### src/rtl/quad_desc_pkg.sv
package quad_desc_pkg;

   typedef enum logic [2:0] {
      ST_IDLE,
      ST_FETCH,
      ST_DECODE,
      ST_XFER,
      ST_WB_ARG,
      ST_WB_RES,
      ST_DONE
   } qd_state_e;

   // error bit positions
   localparam int ERR_KEY   = 0;
   localparam int ERR_ALIGN = 1;
   localparam int ERR_DPROT = 2;
   localparam int ERR_OP    = 3;
   localparam int ERR_W     = 4;

   // one-hot transfer size encoding
   localparam int SZ_1B = 0;
   localparam int SZ_2B = 1;
   localparam int SZ_4B = 2;

endpackage

### src/rtl/qd_desc_regs.sv
module qd_desc_regs #(
   parameter int DW    = 32,
   parameter int WORDS = 4,
   localparam int IDXW = $clog2(WORDS)
) (
   input  logic                  clk,
   input  logic                  rst_n,
   input  logic                  cap_en,
   input  logic [IDXW-1:0]       cap_idx,
   input  logic [DW-1:0]         cap_data,
   output logic [WORDS*DW-1:0]   words_o
);

   if (WORDS < 2) begin : g_bad_words
      $error("qd_desc_regs: WORDS must be at least 2");
   end

   for (genvar i = 0; i < WORDS; i++) begin : g_word
      logic [DW-1:0] word_q;
      always_ff @(posedge clk) begin
         if (!rst_n)
            word_q <= '0;
         else if (cap_en && (cap_idx == IDXW'(i)))
            word_q <= cap_data;
      end
      assign words_o[i*DW +: DW] = word_q;
   end

endmodule

### src/rtl/qd_decode.sv
module qd_decode
   import quad_desc_pkg::*;
#(
   parameter int          AW       = 32,
   parameter logic [2:0]  KEY_OK   = 3'd6,
   parameter logic [3:0]  OP_STORE = 4'h4,
   parameter logic [3:0]  OP_LOAD  = 4'h5
) (
   input  logic [31:0]    ctl_word,
   input  logic [31:0]    tgt_word,
   output logic           op_store,
   output logic           op_load,
   output logic           op_bad,
   output logic [2:0]     size_1h,
   output logic [AW-1:0]  tgt_al,
   output logic           misalign,
   output logic           key_bad,
   output logic           irq_en,
   output logic [15:0]    req_cnt
);

   logic [3:0]    opcode;
   logic [2:0]    key;
   logic [AW-1:0] tgt_raw;

   assign opcode  = ctl_word[31:28];
   assign key     = ctl_word[18:16];
   assign req_cnt = ctl_word[15:0];
   assign irq_en  = |ctl_word[27:26];
   assign tgt_raw = tgt_word[AW-1:0];

   logic unused_ctl;
   assign unused_ctl = ^ctl_word[25:19];

   assign op_store = (opcode == OP_STORE);
   assign op_load  = (opcode == OP_LOAD);
   assign op_bad   = !op_store && !op_load;
   assign key_bad  = (key != KEY_OK);

   always_comb begin
      size_1h = '0;
      if (req_cnt == 16'd4)
         size_1h[SZ_4B] = 1'b1;
      else if (req_cnt == 16'd2)
         size_1h[SZ_2B] = 1'b1;
      else
         size_1h[SZ_1B] = 1'b1;
   end

   always_comb begin
      tgt_al   = tgt_raw;
      misalign = 1'b0;
      if (size_1h[SZ_4B]) begin
         misalign    = |tgt_raw[1:0];
         tgt_al[1:0] = 2'b00;
      end else if (size_1h[SZ_2B]) begin
         misalign  = tgt_raw[0];
         tgt_al[0] = 1'b0;
      end
   end

endmodule

### src/rtl/qd_lanes.sv
module qd_lanes
   import quad_desc_pkg::*;
#(
   parameter int DW = 32,
   localparam int NB = DW / 8,
   localparam int LW = $clog2(NB)
) (
   input  logic [2:0]     size_1h,
   input  logic [LW-1:0]  lane,
   input  logic [DW-1:0]  st_val,
   input  logic [DW-1:0]  rd_word,
   output logic [NB-1:0]  be_o,
   output logic [DW-1:0]  wdata_o,
   output logic [DW-1:0]  ld_val
);

   if (NB != 4) begin : g_bad_dw
      $error("qd_lanes: only a 32-bit data path is supported");
   end

   always_comb begin
      if (size_1h[SZ_4B])
         be_o = '1;
      else if (size_1h[SZ_2B])
         be_o = NB'(3) << {lane[LW-1:1], 1'b0};
      else
         be_o = NB'(1) << lane;
   end

   for (genvar i = 0; i < NB; i++) begin : g_lane
      assign wdata_o[8*i +: 8] = size_1h[SZ_4B] ? st_val[8*i +: 8] :
                                 size_1h[SZ_2B] ? st_val[8*(i%2) +: 8] :
                                                  st_val[7:0];
   end

   logic [DW-1:0] shifted;
   assign shifted = rd_word >> {lane, 3'b000};

   always_comb begin
      if (size_1h[SZ_4B])
         ld_val = rd_word;
      else if (size_1h[SZ_2B])
         ld_val = {{(DW-16){1'b0}}, shifted[15:0]};
      else
         ld_val = {{(DW-8){1'b0}}, shifted[7:0]};
   end

endmodule

### src/rtl/quad_desc_engine.sv
module quad_desc_engine
   import quad_desc_pkg::*;
#(
   parameter int          AW       = 32,
   parameter logic [2:0]  KEY_OK   = 3'd6,
   parameter logic [3:0]  OP_STORE = 4'h4,
   parameter logic [3:0]  OP_LOAD  = 4'h5
) (
   input  logic           clk,
   input  logic           rst_n,
   input  logic           start,
   input  logic [AW-1:0]  start_addr,
   input  logic           wake_req,
   output logic           busy,
   output logic           done,
   output logic           irq,
   output logic [3:0]     err,
   output logic           wake_stat,
   output logic           mem_req,
   output logic           mem_we,
   output logic [AW-1:0]  mem_addr,
   output logic [3:0]     mem_be,
   output logic [31:0]    mem_wdata,
   input  logic           mem_ack,
   input  logic [31:0]    mem_rdata,
   input  logic           mem_rdonly
);

   localparam int DW         = 32;
   localparam int NB         = DW / 8;
   localparam int DESC_WORDS = 4;
   localparam int IDXW       = $clog2(DESC_WORDS);
   localparam logic [3:0] OFS_ARG = 4'h8;
   localparam logic [3:0] OFS_RES = 4'hC;

   if (AW < 8 || AW > 32) begin : g_bad_aw
      $error("quad_desc_engine: AW must lie in 8..32");
   end
   if (OP_STORE == OP_LOAD) begin : g_bad_ops
      $error("quad_desc_engine: store and load opcodes must differ");
   end

   qd_state_e        state;
   logic [AW-1:0]    desc_base;
   logic [IDXW-1:0]  widx;
   logic             desc_ro;
   logic [ERR_W-1:0] err_q;
   logic [DW-1:0]    ld_q;
   logic             wake_q;

   logic [DESC_WORDS*DW-1:0] words;
   logic                     cap_en;

   assign cap_en = (state == ST_FETCH) && mem_ack;

   qd_desc_regs #(.DW(DW), .WORDS(DESC_WORDS)) u_regs (
      .clk      (clk),
      .rst_n    (rst_n),
      .cap_en   (cap_en),
      .cap_idx  (widx),
      .cap_data (mem_rdata),
      .words_o  (words)
   );

   logic unused_bits;
   assign unused_bits = ^{words[3*DW +: DW], start_addr[3:0]};

   logic           op_store, op_load, op_bad, misalign, key_bad, irq_en;
   logic [2:0]     size_1h;
   logic [AW-1:0]  tgt_al;
   logic [15:0]    req_cnt;

   qd_decode #(
      .AW(AW), .KEY_OK(KEY_OK), .OP_STORE(OP_STORE), .OP_LOAD(OP_LOAD)
   ) u_dec (
      .ctl_word (words[0 +: DW]),
      .tgt_word (words[DW +: DW]),
      .op_store (op_store),
      .op_load  (op_load),
      .op_bad   (op_bad),
      .size_1h  (size_1h),
      .tgt_al   (tgt_al),
      .misalign (misalign),
      .key_bad  (key_bad),
      .irq_en   (irq_en),
      .req_cnt  (req_cnt)
   );

   logic [NB-1:0] xfer_be;
   logic [DW-1:0] xfer_wdata;
   logic [DW-1:0] ld_val;

   qd_lanes #(.DW(DW)) u_lanes (
      .size_1h (size_1h),
      .lane    (tgt_al[1:0]),
      .st_val  (words[2*DW +: DW]),
      .rd_word (mem_rdata),
      .be_o    (xfer_be),
      .wdata_o (xfer_wdata),
      .ld_val  (ld_val)
   );

   always_comb begin
      mem_req   = 1'b0;
      mem_we    = 1'b0;
      mem_addr  = '0;
      mem_be    = '0;
      mem_wdata = '0;
      unique case (state)
         ST_FETCH: begin
            mem_req  = 1'b1;
            mem_addr = {desc_base[AW-1:4], widx, 2'b00};
            mem_be   = '1;
         end
         ST_XFER: begin
            mem_req   = 1'b1;
            mem_we    = op_store;
            mem_addr  = tgt_al;
            mem_be    = xfer_be;
            mem_wdata = op_store ? xfer_wdata : '0;
         end
         ST_WB_ARG: begin
            mem_req   = 1'b1;
            mem_we    = 1'b1;
            mem_addr  = {desc_base[AW-1:4], OFS_ARG};
            mem_be    = '1;
            mem_wdata = ld_q;
         end
         ST_WB_RES: begin
            mem_req   = 1'b1;
            mem_we    = 1'b1;
            mem_addr  = {desc_base[AW-1:4], OFS_RES};
            mem_be    = 4'b0011;
            mem_wdata = {16'h0000, req_cnt};
         end
         default: ;
      endcase
   end

   always_ff @(posedge clk) begin
      if (!rst_n) begin
         state     <= ST_IDLE;
         desc_base <= '0;
         widx      <= '0;
         desc_ro   <= 1'b0;
         err_q     <= '0;
         ld_q      <= '0;
      end else begin
         unique case (state)
            ST_IDLE: begin
               if (start) begin
                  desc_base <= {start_addr[AW-1:4], 4'h0};
                  widx      <= '0;
                  desc_ro   <= 1'b0;
                  err_q     <= '0;
                  state     <= ST_FETCH;
               end
            end
            ST_FETCH: begin
               if (mem_ack) begin
                  desc_ro <= desc_ro | mem_rdonly;
                  if (widx == IDXW'(DESC_WORDS - 1))
                     state <= ST_DECODE;
                  else
                     widx <= widx + 1'b1;
               end
            end
            ST_DECODE: begin
               err_q[ERR_KEY]   <= key_bad && !op_bad;
               err_q[ERR_ALIGN] <= misalign && !op_bad;
               err_q[ERR_DPROT] <= op_load && desc_ro;
               err_q[ERR_OP]    <= op_bad;
               state            <= op_bad ? ST_DONE : ST_XFER;
            end
            ST_XFER: begin
               if (mem_ack) begin
                  if (op_load)
                     ld_q <= ld_val;
                  if (desc_ro)
                     state <= ST_DONE;
                  else if (op_load)
                     state <= ST_WB_ARG;
                  else
                     state <= ST_WB_RES;
               end
            end
            ST_WB_ARG: begin
               if (mem_ack)
                  state <= ST_WB_RES;
            end
            ST_WB_RES: begin
               if (mem_ack)
                  state <= ST_DONE;
            end
            ST_DONE: state <= ST_IDLE;
            default: state <= ST_IDLE;
         endcase
      end
   end

   always_ff @(posedge clk) begin
      if (!rst_n)
         wake_q <= 1'b0;
      else if (state == ST_IDLE && start)
         wake_q <= 1'b0;
      else if (wake_req)
         wake_q <= 1'b1;
   end

   assign busy      = (state != ST_IDLE);
   assign done      = (state == ST_DONE);
   assign irq       = done && irq_en;
   assign err       = err_q;
   assign wake_stat = wake_q;

endmodule

### config.mk
export PLATFORM = sky130hd
export DESIGN_NAME = quad_desc_engine
export DESIGN_NICKNAME = d
export VERILOG_FILES = /design/src/rtl/quad_desc_pkg.sv /design/src/rtl/qd_desc_regs.sv /design/src/rtl/qd_decode.sv /design/src/rtl/qd_lanes.sv /design/src/rtl/quad_desc_engine.sv
export SDC_FILE = /design/constraint.sdc
export NUM_CORES = 1
export LEC_CHECK = 0
export ABC_CLOCK_PERIOD_IN_PS = 5930
export BUFFER_PORTS_ARGS = -buffer_cell sky130_fd_sc_hd__buf_2
export CAP_MARGIN = 25
export CORE_UTILIZATION = 33
export CTS_CLUSTER_DIAMETER = 50
export CTS_CLUSTER_SIZE = 20
export DETAILED_ROUTE_END_ITERATION = 7
export SLEW_MARGIN = 0
export SYNTH_ARGS = -nofsm -noshare
export SYNTH_HDL_FRONTEND = slang
export SYNTH_SLANG_ARGS = --single-unit
### constraint.sdc
create_clock -name clk -period 5.93 [get_ports clk]
set_input_delay 0.8895 -clock clk [delete_from_list [all_inputs] [get_ports clk]]
set_output_delay 0.8895 -clock clk [all_outputs]
set_load 0.01 [all_outputs]
# Word level (Yosys, flattened, before mapping)
# Cells that the tools add are included.
# word_totals
mem_bits_rw	0
rom_bits	0
latchBits	0
output_inout_bits	78
reg_bits	167
n_memories	0
# op_classes
bitwise_logic	2
n_addsub	1
eq_ne	21
n_lt_le_gt_ge	0
multipliers	0
div	0
n_mux	42
n_shift	3
n_reduce_logical	30
# ops
op	count
case mux 32 bit (4 select lines)	1
case mux 32 bit (3 select lines)	1
2-to-1 mux 32 bit	2
2-to-1 mux 8 bit	4
>> shifter 32 x 5 -> 16 bit	1
2-to-1 mux 3 bit	7
case mux 3 bit (6 select lines)	1
== test 16 x 2 -> 1 bit, second input constant	1
== test 16 x 3 -> 1 bit, second input constant	1
2-to-1 mux 16 bit	1
2-to-1 mux 1 bit	12
2-to-1 mux 4 bit	3
inequality test 2 bit, second input constant	6
case mux 4 bit (3 select lines)	1
logical AND 1 bit	10
2-to-1 mux 2 bit	5
OR reduction 2 bit	5
== test 3 bit, second input constant	3
== test 4 x 3 -> 1 bit, second input constant	2
case mux 4 bit (2 select lines)	1
== test 3 x 2 -> 1 bit, second input constant	2
AND reduction 3 bit	2
AND reduction 6 bit	1
== test 2 bit, second input constant	2
other kinds (19)	24

# Logic depth before layout (Yosys ltp)
# depth
word_depth	9
depth_mapped	7
mapped_depth_nobuf	6

# Modules after synthesis
# Synthesis repeated with hierarchy kept, for this count alone.
# hier_totals
cells_unflattened	1131
area_unflattened_um2	10369.9
# modules_own_cells
mod	cells_per_inst	instances	seq_area_each_um2	area_per_inst_um2
qd_desc_regs	453	1	2562.5	4792.1
quad_desc_engine	468	1	1421.4	3908.7
qd_lanes	141	1	0.0	1114.8
qd_decode	69	1	0.0	554.3

# Worst setup path before layout
# OpenSTA, ideal clock, no wires.
# synth_path
path_type	register to output
start	register u_regs.g_word[0].word_q[8]
end	output mem_be[1]
n_path_buf	1
path_slack_ns	3.312
stages_incl_launch_ff	7
required_ns	5.041
arrival_ns	1.728
cell_sequence	dfxtp_1 > nor4_4 > nand4_1 > or3b_1 > buf_2 > a21o_1 > a21oi_1
# synth_between
elab_chain_len	9
word_cells_on_any_way	13
cone_classes	2 x eq/ne; 2 x shift; 9 x mux
# synth_lines
item	line	rtl
start: declaration	qd_desc_regs.sv:19	logic [DW-1:0] word_q;
start signal: assignment	qd_desc_regs.sv:24	word_q <= cap_data;
== test 16 x 2 -> 1 bit	qd_decode.sv:44	else if (req_cnt == 16'd2)
2-to-1 mux 1 bit	qd_decode.sv:44	
2-to-1 mux 2 bit	qd_decode.sv:42	if (req_cnt == 16'd4)
2-to-1 mux 1 bit	qd_decode.sv:56	end else if (size_1h[SZ_2B]) begin
2-to-1 mux 1 bit	qd_decode.sv:53	if (size_1h[SZ_4B]) begin
left shift 1 x 2 -> 4 bit	qd_lanes.sv:27	be_o = NB'(1) << lane;
2-to-1 mux 4 bit	qd_lanes.sv:24	else if (size_1h[SZ_2B])
2-to-1 mux 4 bit (*)	qd_lanes.sv:22	if (size_1h[SZ_4B])
case mux 4 bit (3 select lines) (*)	quad_desc_engine.sv:109	unique case (state)
end: declaration	quad_desc_engine.sv:22	output logic [3:0] mem_be,
# Mark *: on every way between the ends. The rest lies on a longest branch, timed or not.

# Worst setup path in the final report
# layout_path
start	register u_regs.g_word[0].word_q[8]
end	output mem_wdata[15]
# layout_between
elab_chain_len	7
word_cells_on_any_way	9
cone_classes	2 x eq/ne; 7 x mux
# layout_lines
item	line	rtl
== test 16 x 2 -> 1 bit	qd_decode.sv:44	
2-to-1 mux 1 bit	qd_decode.sv:44	
2-to-1 mux 2 bit	qd_decode.sv:42	
2-to-1 mux 8 bit	qd_lanes.sv:32	size_1h[SZ_2B] ? st_val[8*(i%2) +: 8] :
2-to-1 mux 8 bit (*)	qd_lanes.sv:31	assign wdata_o[8*i +: 8] = size_1h[SZ_4B] ? st_val[8*i +: 8] :
2-to-1 mux 32 bit (*)	quad_desc_engine.sv:120	mem_wdata = op_store ? xfer_wdata : '0;
case mux 32 bit (3 select lines) (*)	quad_desc_engine.sv:109	
end: declaration	quad_desc_engine.sv:23	output logic [31:0] mem_wdata,
# Marks and branches as above.

==> metrics.md <==
| Metric | Value |
|---|---|
| FF+latch count, synth | `160` |
| TritonRoute pass-1 iters | `6` |
| Sequential area share after synthesis | `0.4421` |
| Synth Area per Inst | `between 7 and 8 um2` |
| DRC | `0` |
| Rel. slew slack | `0.3481` |
| Hold crit path type | `flop to flop` |
| Crit path cell chain | `nor4_4 -> nand4_2 -> nand2_2 -> mux2i_1 -> o21ai_1 -> buf_2` |
| Final core occ | `0.4119` |
| CTS root buf | `clkbuf_16` |
| Hold buffers post-CTS | `0` |
| Minimum clock period | `between 3 and 4 ns` |
| Pins Over Slew Limit | `0` |
| Crit path max-delay family | `simple AND/OR/NAND/NOR gates` |
| Buf/Inv on CP | `1` |
| Ant. Diodes | `0` |
| Mapped cell area | `7244 um2` |
| Core footprint | `21290 um2` |
| Worst Setup SP | `u_regs.g_word[0].word_q[8]` |
| Die outline area | `around 23000 um2` |
| H-tree Lvls | `4` |
| Vias | `between 7k and 8k` |
| Wire per inst | `roughly 19 um` |
| Hold Vio Cnt, Final | `0` |
| Cts repair resizes | `0` |
| Least-Margin Pin Slew | `about 0.98 ns` |
| Power per cell area | `357.2 nW/um2` |
| Largest net degree at the start of global routing | `87` |
| Antenna viol nets, final | `0` |
| CTS tree | `yes` |
| Die Wd | `approximately 150 um` |
| Max VDD drop | `between 0.0002 and 0.00025 V` |
| Required @ worst endpoint | `approximately 5.0 ns` |
| TritonCTS buffer count | `17` |
| Hpwl dp | `about 17 mm` |
| Initial antenna violation count | `0` |
| CP arrival | `roughly 3.0 ns` |
| GRT Overall Usage | `0.2268` |
| Crit path max-delay cell type | `nand2_2` |
| Storage cell area | `between 3000 and 4000 um2` |
| Synth cell types | `52` |
| Worst Setup End Kind | `primary output` |
| Row cnt | `53` |
| Yosys Warn Count | `0` |
| CTS clock-pin slew for the worst setup and hold paths | `roughly 0.070 ns` |
| I/O pin count | `approximately 150` |
| Crit-path max cell delay | `around 0.66 ns` |
| Clock Path Buffers | `2` |
| Synth Flop Type | `dfxtp_1` |
| Most frequent cells in the layout | `nand2_1 (262), dfxtp_1 (160), a21oi_1 (145), buf_2 (143), nor2_1 (43)` |
| WHS | `around 0.45 ns` |
| CTS sink cnt | `160` |
| # port buffers | `~140` |
| Post-route setup TNS | `0 ns` |
| Vias in the first global route | `between 6k and 7k` |
| Post-Route WL | `25.27 mm` |
| Buffer count from post-CTS setup fixing | `0` |
| Nets | `about 1.1k` |
| Hold Crit Start | `u_regs.g_word[2].word_q[20]` |
| Cell count after synthesis | `about 930` |
| Fillers | `about 2.2k` |
| Layout cell share with drive strength beyond 1 | `0.1927` |
| Kind of critical path | `flop to primary output` |
| Clock Latency Late Sink | `between 0.4 and 0.5 ns` |
| Worst Path Max Fanout | `17` |
| Syn-to-layout area delta | `21.02%` |
| Iteration-0 DRC Markers | `between 600 and 700` |
| Most common cell after layout, fill and taps aside | `nand2_1` |
| First-pass GRT wire length | `~38 mm` |
| RePlAce Congestion | `a little under 0.9` |
| Synthesized net count | `1006` |
| Worst setup SP type | `flop` |
| Final Skew | `approximately 0.015 ns` |
| Fmax | `around 0.26 GHz` |
| Dpl ws | `~2.5 ns` |
| Area of the multi-input gates | `around 3700 um2` |
| Setup ws final | `2.069 ns` |
| Vias/cell | `5.407` |
| Critical R2R Launch | `state[1]` |
| RSZ-0062 raised after global routing | `false` |
| Grt ovf | `0` |
| Max-cap viol count | `0` |
| Status | `finished, final reports clean` |
| Crit share post-route | `0.6512` |
| Register-to-register setup slack | `roughly 3.2 ns` |
| Post-synth EDFFs | `0` |
| Ys async rst share | `0` |
| Initial Utilization | `0.3403` |
| Setup violators final | `0` |
| Die Y | `~150 um` |
| P_leak | `roughly 3.4 nW` |
## cell type report
class / instances / area share
inverter: 16 / 0.007136
tap: 275 / 0.03925
clock inverter: 12 / 0.01384
timing repair buffer: 157 / 0.1036
sequential: 160 / 0.3653
multi-input combinational: 684 / 0.4203
clock buffer: 19 / 0.05052
## routing by layer
metal,track usage,share of wire,vias to the layer above
met4,0.08030,0.027,0
met3,0.05273,0.072,44
met5,0,0,-
met2,0.3523,0.46,291
li1,-,-,3456
met1,0.3059,0.44,3362
## flip-flops by register name (all words and copies together), names as in the netlist
name and flops:
state 3, wake_stat 1, err 4, ld_q 32
widx 2, desc_ro 1, u_regs.g_word.word_q 89, desc_base 28
## worst register-to-register path, stage by stage, from the launching register on
cell,delay [ns]
dfxtp_1,0.75
and3b_1,0.28
buf_4,0.33
nand4_1,0.13
buf_4,0.28
nor2_2,0.64
a22oi_1,0.14
nor2_1,0.14
## cells in the mapped netlist, types with 3 or more instances
cell,n,share of area
ha_1,4,0.0069
buf_2,19,0.013
nor2_1,45,0.023
inv_2,3,0.0016
a222oi_1,8,0.011
and2_1,3,0.0026
o21ai_0,11,0.0076
nor4_4,3,0.0088
dfxtp_1,160,0.44
a22oi_1,24,0.025
nand2_1,262,0.14
buf_1,3,0.0016
or3_1,4,0.0035
a21oi_1,145,0.10
a22o_1,28,0.034
and3_1,4,0.0035
o21ai_1,29,0.020
inv_1,13,0.0067
nand4_1,4,0.0035
nand3_1,24,0.017
clkbuf_1,49,0.025
o221ai_1,16,0.019
mux2i_1,32,0.044
## final timing paths
kind | cells after the start | end
setup reg to reg | 7 | ld_q[26]
setup / recovery | 6 | mem_wdata[15]
hold reg to reg | 2 | u_regs.g_word[2].word_q[20]
hold / removal | 2 | u_regs.g_word[2].word_q[20]
## stage by stage
| stage | cells | instance area (um2) | power (mW) |
|---|---|---|---|
| after floorplan | 932 | 7244 | 1.772 |
| after global placement | 1286 | 8070 | 2.013 |
| after detailed placement | 1290 | 8148 | 2.054 |
| after CTS | 1321 | 8712 | 3.121 |
| after global routing | 1323 | 8767 | 3.284 |
| final | 1323 | 8767 | 3.132 |
## cells by family after synthesis
kind of cell,count (synthesis),share of synthesized area
and+or+nand+nor,371,0.2228
AOI/OAI and AO/OA,276,0.2328
xor gates and xnor gates,1,0.001209
adders and majority gates,4,0.006909
DFF,160,0.4421
muxes,32,0.04421
buffers and inverters,88,0.04991
## report_power, final
| part | internal [mW] | switching [mW] | leakage, nW |
|---|---|---|---|
| combinational | 0.286 | 0.510 | 1.85 |
| sequential | 1.16 | 0.0962 | 1.29 |
| clock | 0.596 | 0.480 | 0.276 |
| total | 2.05 | 1.09 | 3.42 |
(Power assumes the default switching activity.)
